--- src/rtl/lbcc_pkg.sv ---
`timescale 1ns/1ps
package lbcc_pkg;
  // Request decoded in the strobe cycle
  typedef struct packed {
    logic hit;   // address inside own window
    logic rd;    // read transfer
    logic sel;   // upper counter half selected
  } lbcc_req_t;
endpackage

--- src/rtl/lbcc_decode.sv ---
`timescale 1ns/1ps
module lbcc_decode
  import lbcc_pkg::*;
#(
  parameter int          ADDR_W    = 32,
  parameter int          DATA_W    = 32,
  parameter logic [31:0] BASE_ADDR = 32'h0000_2000,
  parameter logic [31:0] HIGH_ADDR = 32'h0000_2FFF
) (
  input  logic              clk,
  input  logic              rst,
  input  logic              addr_strobe,
  input  logic              rd_strobe,
  input  logic [ADDR_W-1:0] addr,
  output lbcc_req_t         req_d,
  output logic              ack_q
);
  localparam logic [ADDR_W-1:0] MASK  = ADDR_W'(~(BASE_ADDR ^ HIGH_ADDR));
  localparam logic [ADDR_W-1:0] CHECK = ADDR_W'(BASE_ADDR) & MASK;
  localparam int                SEL_BIT = $clog2(DATA_W / 8);

  logic in_win;
  assign in_win = ((addr & MASK) == CHECK);

  always_comb begin
    req_d.hit = addr_strobe && in_win;
    req_d.rd  = addr_strobe && in_win && rd_strobe;
  end

  generate
    if (DATA_W == 32) begin : g_narrow
      assign req_d.sel = addr[SEL_BIT];
    end else begin : g_wide
      assign req_d.sel = 1'b0;
    end
  endgenerate

  always_ff @(posedge clk) begin
    if (rst) ack_q <= 1'b0;
    else     ack_q <= req_d.hit;
  end

  // a request in the window is acknowledged in the next cycle
  p_ack_on_hit_r2: assert property (@(posedge clk) disable iff (rst)
    (addr_strobe && in_win) |=> ack_q);

  // no strobe means silence in the next cycle
  p_idle_silent_r3: assert property (@(posedge clk) disable iff (rst)
    (!addr_strobe) |=> !ack_q);
endmodule

--- src/rtl/lbcc_counter.sv ---
`timescale 1ns/1ps
module lbcc_counter #(
  parameter int             CNT_W       = 64,
  parameter logic [CNT_W-1:0] RESET_VALUE = '0
) (
  input  logic             clk,
  input  logic             rst,
  output logic [CNT_W-1:0] cnt
);
  always_ff @(posedge clk) begin
    if (rst) cnt <= RESET_VALUE;
    else     cnt <= cnt + CNT_W'(1);
  end

  // steps by one on every clock
  p_count_step_r6: assert property (@(posedge clk) disable iff (rst)
    1'b1 |=> (cnt == $past(cnt) + CNT_W'(1)));
endmodule

--- src/rtl/lbcc_rdmux.sv ---
`timescale 1ns/1ps
module lbcc_rdmux
  import lbcc_pkg::*;
#(
  parameter int DATA_W = 32,
  parameter int CNT_W  = 64
) (
  input  logic              clk,
  input  logic              rst,
  input  lbcc_req_t         req_d,
  input  logic [CNT_W-1:0]  cnt,
  output logic [DATA_W-1:0] rd_data
);
  logic [DATA_W-1:0] word;
  assign word = req_d.sel ? cnt[CNT_W-1 -: DATA_W] : cnt[DATA_W-1:0];

  always_ff @(posedge clk) begin
    if (rst)           rd_data <= '0;
    else if (req_d.rd) rd_data <= word;
    else               rd_data <= '0;
  end
endmodule

--- src/rtl/lbcc_top.sv ---
`timescale 1ns/1ps
module lbcc_top
  import lbcc_pkg::*;
#(
  parameter int               ADDR_W      = 32,
  parameter int               DATA_W      = 32,
  parameter int               CNT_W       = 64,
  parameter logic [31:0]      BASE_ADDR   = 32'h0000_2000,
  parameter logic [31:0]      HIGH_ADDR   = 32'h0000_2FFF,
  parameter logic [CNT_W-1:0] RESET_VALUE = '0
) (
  input  logic              clk,
  input  logic              rst,
  input  logic              addr_strobe,
  input  logic              rd_strobe,
  input  logic [ADDR_W-1:0] addr,
  output logic [DATA_W-1:0] rd_data,
  output logic              ready
);
  lbcc_req_t        req_d;
  logic [CNT_W-1:0] cnt;

  lbcc_decode #(
    .ADDR_W(ADDR_W), .DATA_W(DATA_W),
    .BASE_ADDR(BASE_ADDR), .HIGH_ADDR(HIGH_ADDR)
  ) u_decode (
    .clk(clk), .rst(rst), .addr_strobe(addr_strobe), .rd_strobe(rd_strobe),
    .addr(addr), .req_d(req_d), .ack_q(ready)
  );

  lbcc_counter #(.CNT_W(CNT_W), .RESET_VALUE(RESET_VALUE)) u_counter (
    .clk(clk), .rst(rst), .cnt(cnt)
  );

  lbcc_rdmux #(.DATA_W(DATA_W), .CNT_W(CNT_W)) u_rdmux (
    .clk(clk), .rst(rst), .req_d(req_d), .cnt(cnt), .rd_data(rd_data)
  );

  // data lines stay quiet whenever this slave is not acknowledging
  p_quiet_data_r3: assert property (@(posedge clk) disable iff (rst)
    (!ready) |-> (rd_data == '0));

  // a write returns no data
  p_write_zero_r7: assert property (@(posedge clk) disable iff (rst)
    (addr_strobe && !rd_strobe) |=> (rd_data == '0));
endmodule

--- config.mk ---
export PLATFORM = sky130hd
export DESIGN_NAME = lbcc_top
export DESIGN_NICKNAME = d
export VERILOG_FILES = /design/src/rtl/lbcc_pkg.sv /design/src/rtl/lbcc_decode.sv /design/src/rtl/lbcc_counter.sv /design/src/rtl/lbcc_rdmux.sv /design/src/rtl/lbcc_top.sv
export SDC_FILE = /design/constraint.sdc
export NUM_CORES = 1
export LEC_CHECK = 0
export BUFFER_PORTS_ARGS = -buffer_cell sky130_fd_sc_hd__buf_4
export CAP_MARGIN = 20
export CORE_ASPECT_RATIO = 0.5
export CORE_MARGIN = 10
export CORE_UTILIZATION = 50
export DETAILED_ROUTE_END_ITERATION = 7
export MAX_ROUTING_LAYER = met4
export PLACE_DENSITY = 0.72
export REMOVE_ABC_BUFFERS = 1
export SLEW_MARGIN = 30
export SYNTH_ARGS = -nofsm -noshare
export SYNTH_HDL_FRONTEND = slang
export SYNTH_SLANG_ARGS = --single-unit
export TNS_END_PERCENT = 30
--- constraint.sdc ---
create_clock -name clk -period 3.3 [get_ports clk]
set_input_delay 0.33 -clock clk [delete_from_list [all_inputs] [get_ports clk]]
set_output_delay 0.33 -clock clk [all_outputs]
set_load 0.01 [all_outputs]
After elaboration in Yosys (flattened, before gate mapping)
Index checks and enable logic that the tools add are counted.
{"block": "op_classes", "bitwise_logic": 1, "n_eq_ne": 1, "n_mux": 1, "reduce_logical": 3, "add_sub_neg": 1}
{"cell": "64-bit by 1-bit adder with 64-bit output (second input constant)", "count": 1}
{"cell": "32-bit two-way mux", "count": 1}
{"cell": "20-bit by 2-bit equality test with 1-bit output (second input constant)", "count": 1}
{"cell": "1-bit logical AND", "count": 2}
{"cell": "2-bit OR reduction", "count": 1}
{"cell": "1-bit NOT", "count": 1}
{"block": "word_totals", "wordCells": 10, "output_inout_bits": 33, "reg_bits": 97, "inputBits": 36}

Logic depth before layout (Yosys ltp)
Gate-level depths: netlist of the first run.
{"block": "depth", "word_depth": 5, "mapped_depth": 7, "ltp_nobuf": 6}

By module
Synthesis of the first run repeated with hierarchy kept, for this count alone.
{"block": "hier_totals", "hier_cells": 461, "hier_area_um2": 4230.3}
{"mod": "lbcc_counter", "area_each_um2": 2930.3, "cells_each": 343, "n_inst": 1, "seq_area_each_um2": 1281.2}
{"mod": "lbcc_rdmux", "area_each_um2": 1173.6, "cells_each": 104, "n_inst": 1, "seq_area_each_um2": 640.6}
{"mod": "lbcc_decode", "area_each_um2": 126.4, "cells_each": 14, "n_inst": 1, "seq_area_each_um2": 20.0}

Worst setup path after synthesis of the first run
OpenSTA, ideal clock, no wires.
{"block": "synth_timing", "kind": "register -> register", "start": "register u_counter.cnt[0]", "end": "register u_counter.cnt[62]", "stages_incl_launch_ff": 8, "n_path_buf": 1, "period_less_slack_ps": 2136, "path_slack_ps": 1164, "setup_time_ps": 70, "required_time_ps": 3230, "arrival_ps": 2067, "path_cell_list": "dfxtp_1 ha_1 nand3_1 nor4_4 nand4_2 buf_6 or4_1 a21oi_1"}
{"block": "synth_between", "elab_chain_cells": 1}
{"element": "start: declaration", "line": "lbcc_counter.sv:8", "rtl": "output logic [CNT_W-1:0] cnt"}
{"element": "start signal: assignment", "line": "lbcc_counter.sv:12", "rtl": "else cnt <= cnt + CNT_W'(1);"}
{"element": "64-bit by 1-bit adder with 64-bit output", "line": "lbcc_counter.sv:12"}
Every way passes these cells.
A chain may end at the register's enable or synchronous reset.

Final worst setup path of the first run
{"block": "layout_timing", "start": "register u_counter.cnt[5]", "end": "register u_counter.cnt[51]"}
Same word-level chain as after synthesis.

==> reports/summary.log, run 1 <==
[placed_design] area post-placement 4670 µm²
[logic_synthesis] Mapped Cells 456
[timing] minimum period implied by the final worst setup slack 2520 ps
[global_routing] global-route usage over all layers 0.150
[logic_synthesis] number of register bits inferred by synthesis 97
[final_layout] ant diodes 0
[logic_synthesis] proportion of synthesized chip area in sequential cells 0.468
[logic_synthesis] proportion of netlist area held by the largest area contributor 0.468
[route] number of nets with antenna violations after detailed routing 0
[power_and_ir_drop] Sw Pwr 0.466 mW
[clock_network] clk buf depth 2
[power_and_ir_drop] sequential share of power 0.466
[critical_path] top fanout value on the critical path 15
[global_routing] wire length of the first global-routing pass 15100 µm
[logic_synthesis] cell type contributing the most total cell area after synthesis sky130_fd_sc_hd__dfxtp_1
[final_layout] area growth from synthesis to layout 21.6%
[clock_network] total CTS buffers 9
[global_routing] vias in the first global route 3196
[timing] Final Hold Violating Endpoints 0
[flow_run] max_cap viols 0
[final_layout] Final Net Count 548
[power_and_ir_drop] leakage component of the power 1.86 nW
[power_and_ir_drop] Internal Pwr Total 2.06 mW
[route] number of vias after detailed routing 3419
[critical_path] source of the critical timing path u_counter.cnt[5]
[floorplan] Vert. Die Dim 84.4 µm
[min_path] number of cells traversed by the worst hold path 2
[power_and_ir_drop] total power after layout 2.53 mW
[logic_synthesis] most instantiated library cell after synthesis sky130_fd_sc_hd__dfxtp_1
[clock_network] number of setup buffers added after CTS 0
[logic_synthesis] dominant synthesized flop cell sky130_fd_sc_hd__dfxtp_1
[logic_synthesis] Netlist cell types 36
[global_routing] antenna violations before repair 0
[power_and_ir_drop] power density of the placed cells 501 nW/µm²
[status] result of the run finished, final reports clean
[route] DRC violations left 0
[route] number of DRC violations after detailed-routing iteration 0 184
[critical_path] worst endpoint required time 3580 ps
[clock_network] Max H-tree Level 3
[logic_synthesis] biggest area contributors in the synthesized netlist sky130_fd_sc_hd__dfxtp_1 (47%), sky130_fd_sc_hd__mux2i_1 (7.7%), sky130_fd_sc_hd__nor2_1 (7.1%)
[timing] post-route setup TNS 0 ps
[clock_network] count of instances resized after the clock tree is built 0
[floorplan] number of rows created at floorplan 23
[floorplan] area of the die 12600 µm²
[timing] worst slew margin relative to its limit 0.490
[timing] final setup violating endpoints 0
[logic_synthesis] async set or reset register ratio after synthesis 0
[floorplan] ports placed on the boundary 69
[placed_design] half-perimeter wire length after detailed placement 6390 µm
[clock_network] number of buffers inserted by hold repair at cts 0
[timing] clock skew after layout 6.16 ps
[min_path] type of the tightest min-delay check in2reg
[timing] worst slew pin tran 758 ps
[timing] Max Transition Viols Final 0
[clock_network] latest clock arrival within the worst-skew pair 350 ps
[floorplan] width of the die 149 µm
[logic_synthesis] synthesized area 4150 µm²
[clock_network] clk slew on worst S/H paths 60 ps
[logic_synthesis] number of warning messages in the yosys log 0
[global_routing] pin count of the biggest net entering global routing 40
[placed_design] I/O Buffers 57
[clock_network] CTS tree done
[critical_path] Crit Path Category reg2reg
[final_layout] share of post-route cells with drive strength above 1 0.182
[min_path] start point of the worst min-delay path addr[23]
[route] wire length reported by the detailed router 9120 µm
[route] number of detailed-route iterations in the first pass 5
[power_and_ir_drop] Clk network pwr share 0.510
[timing] f_max 397 MHz
[final_layout] total of fill cells in the finished design 679
[logic_synthesis] post-synthesis area per instance 9.10 µm²
[critical_path] signal arrival time at the worst endpoint 2790 ps
[critical_path] startpoint of the lowest-slack register-to-register path u_counter.cnt[5]
[route] number of vias per cell after detailed routing 5.44
[final_layout] Final Instance Area 5040 µm²
[route] routed length per placed instance 14.5 µm
[power_and_ir_drop] Max IR drop VDD 284 µV
[floorplan] starting utilization of the core area 0.517
[power_and_ir_drop] logic gate share of total power 0.024
[timing] Final period util 0.762
[critical_path] startpoint kind of the worst setup timing path flop
[logic_synthesis] Post-synth top cells sky130_fd_sc_hd__dfxtp_1 (97), sky130_fd_sc_hd__nor2_1 (79), sky130_fd_sc_hd__mux2i_1 (32)
[placed_design] global placer's final weighted congestion 0.805
[clock_network] Num Clock Sinks 97
[clock_network] CTS root buf sky130_fd_sc_hd__clkbuf_16
[logic_synthesis] number of synthesized flops with an enable pin 0
[global_routing] GR Overflow Total 0
[critical_path] capturing element type of the critical path flop
[timing] RSZ-0062 raised after global routing false
[critical_path] worst reg-to-reg path cell count 6
[power_and_ir_drop] switching power as a share of total power 0.184
[floorplan] core area 8030 µm²
## metal layers
layer	global-route usage	wire (µm)	vias up
li1	-	-	1723
met1	0.182	4350	1613
met2	0.230	4130	74
met3	0.0546	538	9
met4	0.0443	102	0
met5	-	0	-
## area by class of cell
cell class                 count  area, µm²  area share
inverter                      14       52.6      0.0104
clock inverter                 5        125      0.0248
clock buffer                  11        253      0.0501
tap                          112        140      0.0278
timing repair buffer          64        480      0.0952
multi-input combinational    325       2050       0.407
sequential                    97       1940       0.385
## worst max-delay path, cell delays in order (launching register included)
cell,delay [ps]
sky130_fd_sc_hd__dfxtp_1,460
sky130_fd_sc_hd__nand4_4,220
sky130_fd_sc_hd__nor4_4,490
sky130_fd_sc_hd__nand4_2,350
sky130_fd_sc_hd__buf_4,300
sky130_fd_sc_hd__or4_1,470
sky130_fd_sc_hd__a21oi_1,150
## worst paths after layout
path / endpoint / slack, ps
max: u_counter.cnt[51] / 780
min: u_decode.ack_q / 160
max reg2reg: u_counter.cnt[51] / 780
min reg2reg: u_counter.cnt[0] / 480
## per-stage QoR
step | worst slack (ps) | instances | hold WS, ps | util
CTS | 804 | 628 | 146 | 0.628
global route | 634 | 628 | 148 | 0.628
global placement | 866 | 612 | 462 | 0.581
floorplan | 861 | 436 | 397 | -
finish | 784 | 628 | 156 | 0.628
detailed placement | 815 | 612 | 469 | 0.581
## state kept, by name, summed over array words and instances (netlist names)
register	count
u_counter.cnt	64
u_rdmux.rd_data	32
u_decode.ack_q	1
## layout by cell type, fill, tap and decap left out, drive strengths merged, types with 2 or more instances in the layout
master and count:
mux2 3, xnor2 10, clkbuf 11, nand2 23, or4 15, a21oi 28, or3 16, nor2 79
or2 2, nor4 9, nor3 6, dfxtp 97, nor2b 3, o31ai 14, inv 14, o21ai 14
xor2 21, bufinv 4, mux2i 32, nand4 23, nor4b 2, nand3 18, buf 64
## cells by family after synthesis
group                      count (synthesis)  share of synthesized area
muxes                                     35                     0.0853
adders and majority gates                  1                    0.00302
DFF                                       97                      0.468
buffers and inverters                     34                     0.0374
AOI/OAI and AO/OA                         56                     0.0760
xor gates and xnor gates                  31                     0.0654
and+or+nand+nor                          202                      0.265
## power by group through the flow
stage / Combinational [mW] / Clock (mW) / Sequential, mW
finish: 0.0610 / 1.29 / 1.18
global route: 0.0664 / 1.36 / 1.18
CTS: 0.0613 / 1.32 / 1.18
detailed placement: 0.0612 / 0 / 1.20
global placement: 0.0602 / 0 / 1.20
floorplan: 0.0149 / 0 / 1.20
Power figures use the tool's default switching activity.
==> run 2, diff against run 1 <==
==> constraint.sdc (replaced) <==
create_clock -name clk -period 2.6 [get_ports clk]
set_input_delay 0.26 -clock clk [delete_from_list [all_inputs] [get_ports clk]]
set_output_delay 0.26 -clock clk [all_outputs]
set_load 0.01 [all_outputs]
==> reports/summary.log, run 2 (synthesis gave the netlist of run 1 again) <==
[final_layout] Final Net Count 556 [+1.5%]
[placed_design] I/O Buffers 57 [unchanged]
[min_path] sink of the worst hold path u_decode.ack_q
[final_layout] Largest register FFs 64 [unchanged]
[timing] clock skew after layout 7.68 ps [+1.51 ps]
[clock_network] count of instances resized after the clock tree is built 0 [unchanged]
[clock_network] CTS tree done
[power_and_ir_drop] leakage component of the power 1.86 nW [+0.15%]
[placed_design] global placer's final weighted congestion 0.823 [+2.2%]
[flow_run] max_cap viols 0 [unchanged]
[final_layout] total of fill cells in the finished design 684 [+0.74%]
[critical_path] startpoint of the lowest-slack register-to-register path u_counter.cnt[24]
[route] wire length reported by the detailed router 9430 µm [+3.4%]
[global_routing] GR Overflow Total 0 [unchanged]
[critical_path] startpoint kind of the worst setup timing path flop
[clock_network] latest clock arrival within the worst-skew pair 350 ps [about the same]
[clock_network] number of setup buffers added after CTS 0 [unchanged]
[route] number of vias after detailed routing 3416 [-0.088%]
[timing] worst slew pin tran 603 ps [-155 ps]
[route] routed length per placed instance 14.9 µm [+2.2%]
[min_path] start point of the worst min-delay path addr[23]
[final_layout] highest-count cells in the layout ignoring fill and taps sky130_fd_sc_hd__dfxtp_1 (97), sky130_fd_sc_hd__nor2_1 (79), sky130_fd_sc_hd__buf_4 (72)
[timing] worst slew margin relative to its limit 0.598 [+0.108]
[route] number of nets with antenna violations after detailed routing 0 [unchanged]
[final_layout] share of post-route cells with drive strength above 1 0.189 [+0.00712]
[power_and_ir_drop] Max IR drop VDD 360 µV [+27%]
[critical_path] reg-to-reg setup timing slack 320 ps [-470 ps]
[global_routing] antenna violations before repair 0 [unchanged]
[timing] Final Hold Violating Endpoints 0 [unchanged]
[critical_path] capturing element type of the critical path flop
[timing] Max Transition Viols Final 0 [unchanged]
[clock_network] clk slew on worst S/H paths 60 ps [about the same]
[min_path] type of the tightest min-delay check in2reg
[timing] Final period util 0.878 [+0.116]
[clock_network] Max H-tree Level 3 [unchanged]
[floorplan] Vert. Die Dim 84.4 µm [unchanged]
[power_and_ir_drop] power density of the placed cells 591 nW/µm² [+18%]
[clock_network] CTS root buf sky130_fd_sc_hd__clkbuf_16
[clock_network] total CTS buffers 9 [unchanged]
[global_routing] global-route usage over all layers 0.160 [+0.0101]
[critical_path] worst endpoint required time 2870 ps [-710 ps]
[critical_path] worst reg-to-reg path cell count 5 [-1]
[route] number of vias per cell after detailed routing 5.38 [-1.2%]
[min_path] number of cells traversed by the worst hold path 2 [unchanged]
[floorplan] width of the die 149 µm [unchanged]
[final_layout] Biggest register u_counter.cnt
[route] DRC violations left 0 [unchanged]
[final_layout] fin util 0.628 [-0.000779]
[global_routing] pin count of the biggest net entering global routing 40 [unchanged]
[timing] worst hold slack after final layout 86.1 ps [-69.9 ps]
[timing] minimum period implied by the final worst setup slack 2280 ps [-233 ps]
[final_layout] commonest non-fill, non-tap cell in the layout sky130_fd_sc_hd__dfxtp_1
[critical_path] endpoint of the lowest-slack register-to-register path u_counter.cnt[56]
[clock_network] clk buf depth 2 [unchanged]
[critical_path] signal arrival time at the worst endpoint 2550 ps [-240 ps]
[critical_path] family with the most delay on the worst path simple AND/OR/NAND/NOR gates
[critical_path] top fanout value on the critical path 12 [-3]
[floorplan] ports placed on the boundary 69 [unchanged]
[critical_path] number of logic stages on the critical path including buffering 5 [-1]
[floorplan] area of the die 12600 µm² [unchanged]
[final_layout] Regs by FF count u_counter.cnt: 64 flops, u_rdmux.rd_data: 32 flops, u_decode.ack_q: 1 flops
[global_routing] wire length of the first global-routing pass 16300 µm [+7.7%]
[timing] post-route setup TNS 0 ps [unchanged]
[status] result of the run finished, final reports clean
[clock_network] number of buffers inserted by hold repair at cts 0 [unchanged]
[floorplan] starting utilization of the core area 0.517 [unchanged]
[critical_path] Worst path max stage delay 590 ps [+100 ps]
[final_layout] ant diodes 0 [unchanged]
[global_routing] vias in the first global route 3262 [+2.1%]
[critical_path] Cell Chain, Critical Path nand3_1, nor4_2, nand4_2, or4_1, a21oi_1
[clock_network] Num Clock Sinks 97 [unchanged]
[critical_path] cell at the slowest stage of the critical path sky130_fd_sc_hd__or4_1
[placed_design] half-perimeter wire length after detailed placement 6620 µm [+3.6%]
[final_layout] area growth from synthesis to layout 21.4%
[timing] f_max 438 MHz [+10%]
[floorplan] number of rows created at floorplan 23 [unchanged]
[timing] final setup violating endpoints 0 [unchanged]
[route] number of detailed-route iterations in the first pass 4 [-1]
[critical_path] Crit Path Category reg2reg
[route] number of DRC violations after detailed-routing iteration 0 281 [+53%]
[critical_path] worst path buffer plus inverter count 0 [-1]
[timing] RSZ-0062 raised after global routing false
[floorplan] core area 8030 µm² [unchanged]
run 2: cell count changes in the layout (fill, tap and decap cells not counted):
| cell | previous run | this run |
|---|---|---|
| sky130_fd_sc_hd__clkbuf_1 | 0 | 2 |
| sky130_fd_sc_hd__buf_4 | 64 | 72 |
| sky130_fd_sc_hd__bufinv_16 | 4 | 2 |
| sky130_fd_sc_hd__clkbuf_8 | 2 | 1 |
run 2: metrics by stage:
stage	cells	total power [mW]	cell area (µm²)	worst slack (ps)
3_3_place_gp	620	1.60	4730	368
4_1_cts	635	3.00	5040	314
6_report	635	2.98	5040	317
3_5_place_dp	620	1.61	4730	343
2_1_floorplan	436	1.55	4050	161
5_1_grt	635	3.06	5040	74.6
run 2: how the worst max path moves through the flow:
stage,from,end
2_1_floorplan,u_counter.cnt[16],u_counter.cnt[63]
3_3_place_gp,u_counter.cnt[26],u_counter.cnt[60]
3_5_place_dp,u_counter.cnt[26],u_counter.cnt[60]
4_1_cts,u_counter.cnt[4],u_counter.cnt[57]
5_1_grt,u_counter.cnt[26],u_counter.cnt[56]
6_report,u_counter.cnt[24],u_counter.cnt[56]
run 2: area by class of cell:
| type | instances | area [µm²] | area share |
|---|---|---|---|
| Timing Repair Buffer | 72 | 541 | 0.107 |
| Tap cell | 112 | 140 | 0.0278 |
| Inverter | 14 | 52.6 | 0.0104 |
| Clock buffer | 12 | 246 | 0.0489 |
| Clock inverter | 3 | 65.1 | 0.0129 |
| Sequential cell | 97 | 1940 | 0.385 |
| Multi-Input combinational cell | 325 | 2050 | 0.407 |
run 2: worst register-to-register path: stages (launching register included):
cell and delay, ps:
sky130_fd_sc_hd__dfxtp_1 400, sky130_fd_sc_hd__nand3_1 180, sky130_fd_sc_hd__nor4_2 500, sky130_fd_sc_hd__nand4_2 390, sky130_fd_sc_hd__or4_1 590, sky130_fd_sc_hd__a21oi_1 150
run 2: where the power goes:
group          internal [mW]  switching (mW)  leakage, nW
clock network          0.863           0.542        0.153
logic                 0.0394          0.0389        0.929
registers               1.49         0.00467        0.781
run 2: metal layers:
| metal | global-route usage | up-vias | routed length [µm] |
|---|---|---|---|
| li1 | - | 1732 | - |
| met1 | 0.211 | 1585 | 4530 |
| met2 | 0.232 | 82 | 4130 |
| met3 | 0.0401 | 17 | 626 |
| met4 | 0.0611 | 0 | 145 |
| met5 | - | - | 0 |
